<file path="config.mk">
export PLATFORM = sky130hd
export DESIGN_NAME = cfg_window_decoder
export DESIGN_NICKNAME = d
export VERILOG_FILES = /design/src/rtl/cfg_window_decoder.sv
export SDC_FILE = /design/constraint.sdc
export NUM_CORES = 1
export LEC_CHECK = 0
export BUFFER_PORTS_ARGS = -buffer_cell sky130_fd_sc_hd__buf_2
export CORE_AREA = 3 3 159 161
export CTS_CLUSTER_SIZE = 16
export DETAILED_ROUTE_END_ITERATION = 10
export DIE_AREA = 0 0 162 164
export PLACE_DENSITY = 0.79
export SYNTH_ARGS = -nofsm -noshare
export SYNTH_HDL_FRONTEND = slang
export SYNTH_SLANG_ARGS = --single-unit
</file>
<file path="constraint.sdc">
create_clock -name clk -period 5.15 [get_ports clk]
set_input_delay 0.515 -clock clk [delete_from_list [all_inputs] [get_ports clk]]
set_output_delay 0.515 -clock clk [all_outputs]
set_load 0.01 [all_outputs]
</file>
<file path="src/rtl/cfg_window_decoder.sv">
module cfg_window_decoder #(
  parameter int AW        = 32,
  parameter int DW        = 32,
  parameter int NUM_FN    = 8,
  parameter int MIN_LOG2  = 20,
  parameter int MAX_LOG2  = 28,
  parameter int BUS_W     = 9,
  localparam int IDX_W    = $clog2(NUM_FN),
  localparam int TAG_W    = BUS_W + 8,
  localparam int NB       = DW / 8
) (
  input  logic             clk,
  input  logic             rst_n,
  input  logic             ctl_update,
  input  logic             ctl_enable,
  input  logic [AW-1:0]    ctl_base,
  input  logic [AW-1:0]    ctl_size,
  output logic             win_mapped,
  output logic             ctl_reject,
  input  logic             tbl_wr,
  input  logic [IDX_W-1:0] tbl_idx,
  input  logic             tbl_valid,
  input  logic [TAG_W-1:0] tbl_tag,
  input  logic             tbl_express,
  input  logic             req_valid,
  input  logic             req_write,
  input  logic [AW-1:0]    req_addr,
  input  logic [NB-1:0]    req_be,
  input  logic [DW-1:0]    req_wdata,
  output logic             rsp_valid,
  output logic [DW-1:0]    rsp_rdata,
  output logic             miss_valid,
  output logic             fn_rd_en,
  output logic             fn_wr_en,
  output logic [IDX_W-1:0] fn_sel,
  output logic [11:0]      fn_off,
  output logic [NB-1:0]    fn_be,
  output logic [DW-1:0]    fn_wdata,
  input  logic [DW-1:0]    fn_rdata
);

  localparam logic [AW-1:0] SIZE_MIN = AW'(1) << MIN_LOG2;
  localparam logic [AW-1:0] SIZE_MAX = AW'(1) << MAX_LOG2;

  logic [AW-1:0] base_q, mask_q;
  logic          size_ok, align_ok, legal;

  assign size_ok  = (ctl_size != '0) && ((ctl_size & (ctl_size - 1'b1)) == '0) &&
                    (ctl_size >= SIZE_MIN) && (ctl_size <= SIZE_MAX);
  assign align_ok = (ctl_base & (ctl_size - 1'b1)) == '0;
  assign legal    = size_ok && align_ok;

  always_ff @(posedge clk) begin
    if (!rst_n) begin
      win_mapped <= 1'b0;
      ctl_reject <= 1'b0;
      base_q     <= '0;
      mask_q     <= '0;
    end else begin
      ctl_reject <= ctl_update && ctl_enable && !legal;
      if (ctl_update) begin
        win_mapped <= ctl_enable && legal;
        base_q     <= ctl_base;
        mask_q     <= ctl_size - 1'b1;
      end
    end
  end

  logic [NUM_FN-1:0] t_v, t_x;
  logic [TAG_W-1:0]  t_tag [NUM_FN];

  always_ff @(posedge clk) begin
    if (!rst_n) begin
      t_v <= '0;
      t_x <= '0;
      for (int i = 0; i < NUM_FN; i++) t_tag[i] <= '0;
    end else if (tbl_wr) begin
      t_v[tbl_idx]   <= tbl_valid;
      t_x[tbl_idx]   <= tbl_express;
      t_tag[tbl_idx] <= tbl_tag;
    end
  end

  logic             hit, found, xp, in_range, route;
  logic [AW-1:0]    offs;
  logic [TAG_W-1:0] key;
  logic [IDX_W-1:0] sel;

  assign hit  = win_mapped && ((req_addr & ~mask_q) == base_q);
  assign offs = req_addr & mask_q;
  assign key  = {offs[20 +: BUS_W], offs[19:12]};

  always_comb begin
    found = 1'b0;
    sel   = '0;
    xp    = 1'b0;
    for (int i = NUM_FN - 1; i >= 0; i--) begin
      if (t_v[i] && (t_tag[i] == key)) begin
        found = 1'b1;
        sel   = IDX_W'(i);
        xp    = t_x[i];
      end
    end
  end

  assign in_range = xp || (offs[11:8] == 4'h0);
  assign route    = req_valid && hit && found && in_range;
  assign fn_rd_en = route && !req_write;
  assign fn_wr_en = route && req_write;
  assign fn_sel   = sel;
  assign fn_off   = {offs[11:2], 2'b00};
  assign fn_be    = req_be;
  assign fn_wdata = req_wdata;

  logic [DW-1:0] rd_merge;
  for (genvar b = 0; b < NB; b++) begin : g_lane
    assign rd_merge[8*b +: 8] = req_be[b] ? fn_rdata[8*b +: 8] : 8'hFF;
  end

  always_ff @(posedge clk) begin
    if (!rst_n) begin
      rsp_valid  <= 1'b0;
      miss_valid <= 1'b0;
      rsp_rdata  <= '1;
    end else begin
      rsp_valid  <= req_valid && hit;
      miss_valid <= req_valid && !hit;
      rsp_rdata  <= fn_rd_en ? rd_merge : '1;
    end
  end

  // while unmapped every request misses
  a_r1_unmapped_misses: assert property (@(posedge clk) disable iff (!rst_n)
    (req_valid && !win_mapped && !ctl_update) |=> (miss_valid && !rsp_valid));

  // a rejected update never leaves the window mapped
  a_r3_reject_unmapped: assert property (@(posedge clk) disable iff (!rst_n)
    ctl_reject |-> !win_mapped);

  // a mapped window is always aligned to its size
  a_r3_base_aligned: assert property (@(posedge clk) disable iff (!rst_n)
    win_mapped |-> ((base_q & mask_q) == '0));

  // exactly one answer per request, none without one
  a_r10_one_answer: assert property (@(posedge clk) disable iff (!rst_n)
    req_valid |=> ($countones({rsp_valid, miss_valid}) == 1));

  a_r10_no_spurious: assert property (@(posedge clk) disable iff (!rst_n)
    !req_valid |=> !(rsp_valid || miss_valid));

  // function strobes only for a request that decoded in the window
  a_r7_strobe_needs_req: assert property (@(posedge clk) disable iff (!rst_n)
    (fn_rd_en || fn_wr_en) |-> (req_valid && win_mapped));

  a_r7_strobes_exclusive: assert property (@(posedge clk) disable iff (!rst_n)
    $onehot0({fn_rd_en, fn_wr_en}));

endmodule

</file>
---- Yosys cells after proc, flatten, opt, wreduce, memory -nomap -nowiden ----
Memories as Yosys holds them, arrays and structs flattened.
Index checks and enable logic that the tools add are counted.
word-level totals
  memories ................................ 1
  RAM bits ................................ 136
  output and inout port bits .............. 89
  bits in registers ....................... 116
memory list
  memory  depth  width  read ports  clocked after Yosys merged registers in  write ports  RTL line  source
  t_tag   8      17     8           0                                        8            70        logic [TAG_W-1:0] t_tag [NUM_FN];
operators by class
  reductions and logical operators ........ 36
  muxes and demuxes ....................... 35
  bitwise gates (word level) .............. 5
  $add $sub $neg .......................... 1
  order comparisons ....................... 4
  equal/unequal tests ..................... 9
operator list
  kind                                                                     count
  17-bit equality test                                                     8
  32-bit AND                                                               3
  32-bit logical NOT                                                       2
  32-bit equality test                                                     1
  32-bit by 21-bit >= comparator with 1-bit output, second input constant  1
  32-bit by 29-bit <= comparator with 1-bit output, second input constant  1
  32-bit inverter                                                          1
  32-bit nonzero test                                                      1
  32-bit by 1-bit subtractor with 32-bit output, second input constant     1
  29-bit AND                                                               1
  3-bit 2-to-1 mux                                                         9
  1-bit logical AND                                                        23
  1-bit 2-to-1 mux                                                         22
  17-bit 2-to-1 mux                                                        1
  17-bit OR reduction                                                      1
  8-bit bitwise mux                                                        2
  3-bit AND reduction                                                      4
  4-bit logical NOT                                                        1
  3-bit by 4-bit < comparator with 1-bit output, second input constant     1
  1-bit demux with 3-bit select                                            1
  3-bit by 1-bit >= comparator with 1-bit output, second input constant    1
  1-bit logical NOT                                                        3
  1-bit logical OR                                                         1

---- Depth between registers and ports, before layout ----
Gate-level depths: netlist (run 1).
  depth after elaboration ................. 15
  gate-level depth with buffers ........... 15
  mapped depth without buffers ............ 15

---- Worst setup path before layout (run 1) ----
Ideal clock, no wire load.
  path kind ............................... input-to-reg
  from .................................... in ctl_size[11]
  to ...................................... reg win_mapped
  setup time .............................. 70 ps
  data arrival time ....................... 4,014 ps
  setup slack ............................. 1,066 ps
  path buffers ............................ 0
  stages .................................. 15
  path through ............................ or4_1 -> or3_1 -> or3_4 -> nor3_4 -> inv_1 -> or3_1 -> or3_1 -> ha_1 -> nor4_1 -> o221ai_1 -> nor4_1 -> nand3_1 -> a2111oi_2 -> nand3_1 -> a21boi_1
between the ends
  cells in the longest elaborated chain, start to end .. 8
  elaborated cells on any way between the ends .. 13
  classes of those cells .................. add/sub: 1; order compare: 2; bitwise: 2; reduce/logical: 8
RTL lines
  item                                           RTL line  source
  from (decl)                                    17        input logic [AW-1:0] ctl_size,
  32-bit by 1-bit subtractor with 32-bit output  48, 50
  32-bit AND                                     48        assign size_ok = (ctl_size != '0) && ((ctl_size & (ctl_size - 1'b1)) == '0) &&
  32-bit logical NOT                             48
  1-bit logical AND (2 in a row)                 48
  1-bit logical AND                              49        (ctl_size >= SIZE_MIN) && (ctl_size <= SIZE_MAX);
  1-bit logical AND (*)                          51        assign legal = size_ok && align_ok;
  1-bit logical AND (*)                          62        win_mapped <= ctl_enable && legal;
  to (signal assigned)                           62
  to (decl)                                      18        output logic win_mapped,
Mark *: on every way between the ends. The rest lies on a longest branch, timed or not.
A chain may end at the register's enable or synchronous reset.

---- Worst setup path in the final report (run 1) ----
  from .................................... reg mask_q[18]
  to ...................................... out fn_rd_en
between the ends
  cells in the longest elaborated chain, start to end .. 14
  elaborated cells on any way between the ends .. 42
  classes of those cells .................. eq/ne: 9; mux: 16; bitwise: 3; reduce/logical: 14
RTL lines
  item                                                   RTL line  source
  from (decl)                                            45        logic [AW-1:0] base_q, mask_q;
  from (signal assigned)                                 64        mask_q <= ctl_size - 1'b1;
  29-bit AND                                             90        assign offs = req_addr & mask_q;
  17-bit equality test                                   98        if (t_v[i] && (t_tag[i] == key)) begin
  1-bit logical AND                                      98
  1-bit 2-to-1 mux (8 in a row)                          98
  1-bit logical AND or 1-bit logical OR (tied branches)  107, 106
  1-bit logical AND (*)                                  107       assign route = req_valid && hit && found && in_range;
  1-bit logical AND (*)                                  108       assign fn_rd_en = route && !req_write;
  to (decl)                                              33        output logic fn_rd_en,
Marked as above.

==> flow_summary.ini, run 1 <==
[place]
io_buffers = 215
globalplace.congestion = 0.908
post-place-cells = 1699
placed_cell_area_um2 = 14100
pre_cts_ws_ps = 433
dpl.hpwl_um = 26600

[synth]
synth_ff_type = edfxtp_1
async_flop_share = 0
synth_area_leaders = edfxtp_1 31%, dfxtp_1 18%, and2_1 7.0%
synth_edf_count = 136
synth_top_cell_by_area = edfxtp_1
synthTopCellsByCount = 146 x and2_1, 136 x edfxtp_1, 116 x dfxtp_1, 95 x nor2b_1, 90 x xor2_1
ys_ff_latch = 252
syn_avg_cell_area_um2 = 10.6
synth-adder-area-share = 0.0306
synth_cells = 1235
synth_cell_types = 58
synthMuxAreaShare = 0.0245
yosysMostFrequentCell = and2_1
synth_compound_area_frac = 0.0789
syn_area_um2 = 13100
synth_xor_area_frac = 0.0897
yosysSeqAreaShare = 0.490
synthSimpleGateAreaFrac = 0.233
synth_top_family_by_area = simple AND/OR/NAND/NOR gates
yosys.area.top_type_share = 0.312
ys_warn_count = 0

[drt]
drtAntennaViolNets = 0
wl_per_cell_um = 20.6
firstDrtPassIters = 5
drc_errors = 0
dr.first_iter.drc_count = 712
viasPerCell = 5.67
routed_wl_um = 36100
vias = 9913

[worst_setup_path]
r2r_cells = 9
ff2ff_setup_slack_ps = 1480
critPathCaptureType = primary output
r2r_start = mask_q[18]
worstPathArrival_ps = 3940
required_ps = 4640
critPathMaxFanout = 16
critPathKind = reg2out
start_kind = flip-flop
r2r-end = rsp_rdata[3]

[sta]
tightest_slew_ps = 1270
slew_viol_final = 0
finalClockSkew_ps = 17.4
finalSetupViolCount = 0
fmax_mhz = 225
timing.final.ws_setup_ps = 696
hold_viol_final = 0
min_period_ps = 4450
timing.hold.ws_ps = 200
relSlewSlack = 0.149
fin_setup_tns_ps = 0
rsz0062_at_grt = false
fin_crit_sh = 0.865

[power]
p_total_mw = 4.65
p_int_mw = 3.50
pwr-share-comb = 0.111
switching_share = 0.247
ir_drop_v = 0.000292
leakagePower_nw = 6.19
p_seq_frac = 0.494
p_sw_mw = 1.15
power.density_nw_per_um2 = 311
pwr-share-clk = 0.395

[global_routing]
grt_usage = 0.260
grt_max_degree = 81
grt_pass1_vias = 9548
overflow = 0
grt_pass1_wl_um = 53100
antenna_found_initial = 3

[worst_hold_path]
worstHoldPathCells = 3
hp-class = in2reg
hold_start = fn_rdata[16]
hold_path_end = rsp_rdata[16]

[layout]
stdcell_area_um2 = 15000
nets = 1628
drive_above_1_share = 0.207
area_growth_pct = 14.4
fin_util = 0.621
fillCellCount = 2039
multi_input_comb_area_um2 = 5990
seq_area_um2 = 6410
post_layout_nonfiller_instances = 1748

[die]
start_util = 0.543
fp.coreArea_um2 = 24100
die_w_um = 162
rows = 57
ios = 282
die_h_um = 164
die_area_um2 = 26600

[cts]
cts_made_buffers = 26
worstSkewPairLatency_ps = 530
ctsResizeCount = 0
cts_tree = built
postCtsSetupRepairBufs = 0
cts-root-buf = clkbuf_16
clkTransAtPathRegs_ps = 60
h-tree-depth = 1
hold_buffers = 0
ctsLongestPathBuffers = 3
clock_sinks = 252

[job]
drv_cap = 0

[run_status]
status = finished, final reports clean
==> flip-flops by register name, indices dropped and copies added, names as in the netlist <==
register    count
base_q         32
ctl_reject      1
mask_q         32
miss_valid      1
rsp_rdata      32
rsp_valid       1
t_tag         136
t_v             8
t_x             8
win_mapped      1
==> cell families (layout without fill, tap and decap cells) <==
logic type,Yosys count,in the layout
compound gates,142,142
xor+xnor,134,134
fa+ha+maj,32,32
buf+inv,132,319
flops,252,252
mux,32,32
other cells,1,3
simple gates,510,510
==> worst max path at each step <==
stage / start / to / slack, ps / cells after the start
floorplan: ctl_size[11] / win_mapped / 1070 / 15
global placement: ctl_size[11] / win_mapped / 480 / 16
detailed placement: ctl_size[11] / win_mapped / 430 / 16
CTS: mask_q[18] / fn_wr_en / 780 / 9
global route: mask_q[18] / fn_wr_en / 520 / 9
finish: mask_q[18] / fn_rd_en / 700 / 9
==> power by group through the flow <==
stage	combinational [mW]	clock [mW]	sequential, mW
detailed placement	0.509	0	2.34
CTS	0.514	1.86	2.29
finish	0.516	1.84	2.30
floorplan	0.338	0	2.31
global route	0.560	1.95	2.31
global placement	0.502	0	2.33
==> layer usage <==
metal	track usage	vias to the layer above	part of all wire
li1	-	4671	-
met1	0.336	4713	0.40
met2	0.444	440	0.48
met3	0.0431	85	0.077
met4	0.0919	4	0.037
met5	0	-	0.00075
==> cells in the final DEF, fill, tap and decap left out, types with 8 or more instances in the layout <==
cell type  synthesis  layout
buf_2             12     214
and2_1           146     146
edfxtp_1         136     136
dfxtp_1          116     116
nor2b_1           95      94
xor2_1            90      90
nand4_1           63      63
nand2_1           55      55
inv_1             44      44
xnor2_1           44      44
a21oi_1           38      38
and3_1            37      37
mux2i_1           32      32
o211a_1           32      32
ha_1              32      32
o22ai_1           27      27
clkbuf_16          0      27
nor4_1            22      22
nor2_1            16      16
or3_1             14      14
a22o_1            14      14
buf_4             38      13
or4_1             10      10
nand3_1            9       9
nor3_1             8       8
o21ai_0            9       8
nand2b_1           8       8
==> worst max-delay path: stages, from the launching register on <==
cell and delay (ps):
dfxtp_1 610, and3_1 230, o22ai_1 110, or4_1 530, nor4_1 700, nand3b_1 150
a221oi_1 310, o2111a_2 430, and3b_1 220, buf_2 130
==> area by class of cell <==
cell class                 instances  share of cell area
tap                              324              0.0271
sequential                       252               0.428
antenna                            1            0.000167
inverter                          44              0.0110
clock buffer                      34              0.0495
timing repair buffer             227              0.0780
clock inverter                    14             0.00668
multi-input combinational        852               0.400
Note: power is estimated with default switching activity, not from simulation.
==> inputs of run 2 (changes only) <==
==> config.mk (replaced) <==
export PLATFORM = sky130hd
export DESIGN_NAME = cfg_window_decoder
export DESIGN_NICKNAME = d
export VERILOG_FILES = /design/src/rtl/cfg_window_decoder.sv
export SDC_FILE = /design/constraint.sdc
export NUM_CORES = 1
export LEC_CHECK = 0
export CORE_AREA = 3 3 152 154
export CTS_CLUSTER_SIZE = 16
export DETAILED_ROUTE_END_ITERATION = 10
export DIE_AREA = 0 0 155 157
export DONT_BUFFER_PORTS = 1
export PLACE_DENSITY = 0.84
export SYNTH_ARGS = -nofsm -noshare
export SYNTH_HDL_FRONTEND = slang
export SYNTH_SLANG_ARGS = --single-unit
==> run 2 against run 1 <==
Compared with the run above:
- register-to-register slack better by 110 ps
- first-iteration DRC count up 4.8%
- core utilization up 1.3 points
- highest routed layer is now met4
==> flow_summary.ini, run 2 (synthesized netlist as in run 1, its figures left out) <==
[worst_setup_path]
slowest_delay_ps = 590
start_kind = flip-flop
critPathSlowestCell = dfxtp_1
crit_chain = nand2_1, xnor2_1, or4_1, nor4_1, a21oi_1, a221oi_1, o2111a_2, buf_4, and3b_1
critPathCaptureType = primary output
r2r_cells = 9
critPathMaxFanout = 34
ff2ff_setup_slack_ps = 1590
worstPathArrival_ps = 3980
required_ps = 4640
critPathKind = reg2out

[sta]
finalSetupViolCount = 0
finalClockSkew_ps = 14.1
slew_viol_final = 0
rsz0062_at_grt = false
relSlewSlack = 0.171
fin_setup_tns_ps = 0
hold_viol_final = 0
fmax_mhz = 222
tightest_slew_ps = 1240
min_period_ps = 4500
timing.final.ws_setup_ps = 653
fin_crit_sh = 0.873

[cts]
ctsLongestPathBuffers = 3
clock_sinks = 252
cts_tree = built
clkTransAtPathRegs_ps = 70
hold_buffers = 0
cts-root-buf = clkbuf_16
worstSkewPairLatency_ps = 530
ctsResizeCount = 0
h-tree-depth = 1
postCtsSetupRepairBufs = 0
cts_made_buffers = 26

[drt]
drc_errors = 0
drtAntennaViolNets = 0
dr.first_iter.drc_count = 746
firstDrtPassIters = 5
vias = 9064
wl_per_cell_um = 23.1
viasPerCell = 6.11
routed_wl_um = 34300

[power]
ir_drop_v = 0.000266
leakagePower_nw = 5.35
power.density_nw_per_um2 = 329

[global_routing]
overflow = 0
antenna_found_initial = 0
grt_pass1_wl_um = 50900
grt_usage = 0.271
grt_max_degree = 100
grt_pass1_vias = 8911

[layout]
regMostFlops = t_tag
final_common_cell = and2_1
nets = 1410
area_growth_pct = 5.76
fin_util = 0.634
drive_above_1_share = 0.0615
largest_register_ffs = 136
layout_common_cells = 146 x and2_1, 136 x edfxtp_1, 116 x dfxtp_1
fillCellCount = 1713

[job]
drv_cap = 0

[run_status]
status = finished, final reports clean

[place]
pre_cts_ws_ps = 518
io_buffers = 0
globalplace.congestion = 0.918
dpl.hpwl_um = 25400

[die]
die_w_um = 155
start_util = 0.600
fp.coreArea_um2 = 21800
ios = 282
rows = 54
die_h_um = 157
die_area_um2 = 24300

[worst_hold_path]
worstHoldPathCells = 2
hp-class = in2reg
run 2: stage by stage:
stage                     std cells  area, um^2  power, mW  hold WS, ps
after global placement         1437       13000       2.69          456
after CTS                      1483       13800       4.57         92.6
final                          1484       13800       4.56          102
after floorplan                1236       13100       2.65          442
after detailed placement       1437       13000       2.70          458
after global routing           1483       13800       4.71         88.4
run 2: report_power, final:
| group | switching, mW | internal, mW | total [mW] |
|---|---|---|---|
| Combinational | 0.203 | 0.166 | 0.369 |
| Clock | 0.782 | 1.11 | 1.89 |
| Sequential | 0.0695 | 2.23 | 2.30 |
run 2: path summary, 6_finish.rpt:
path / from / end
worst max register to register: mask_q[18] / rsp_rdata[20]
worst min-delay path: tbl_valid / t_v[5]
worst min register to register: t_v[5] / t_v[5]
worst max-delay path: mask_q[18] / fn_rd_en
run 2: layout make-up:
cell class	instances	area (um^2)	share of cell area
repair buffers	9	67.6	0.00488
clock buffers	30	687	0.0496
clock inverters	16	174	0.0126
well taps	280	350	0.0253
inverters	44	165	0.0119
multi-input cells	852	5990	0.433
diodes	1	2.50	0.000181
flip-flops and latches	252	6410	0.463
run 2: critical path, delay by kind of cell, from the launching register on:
family,cells,cell delay [ps]
AND/OR/NAND/NOR,4,1640
AO/OA/AOI/OAI,3,700
flip-flops,1,590
buffers and inverters,1,290
XOR/XNOR,1,220
run 2: per-layer routing:
metal	global-route usage	wire, um	share of wire	vias up
met5	0	0	0	-
li1	-	-	-	4239
met3	0.0822	3740	0.11	69
met2	0.453	16500	0.48	430
met1	0.340	13100	0.38	4326
met4	0.0858	978	0.029	0
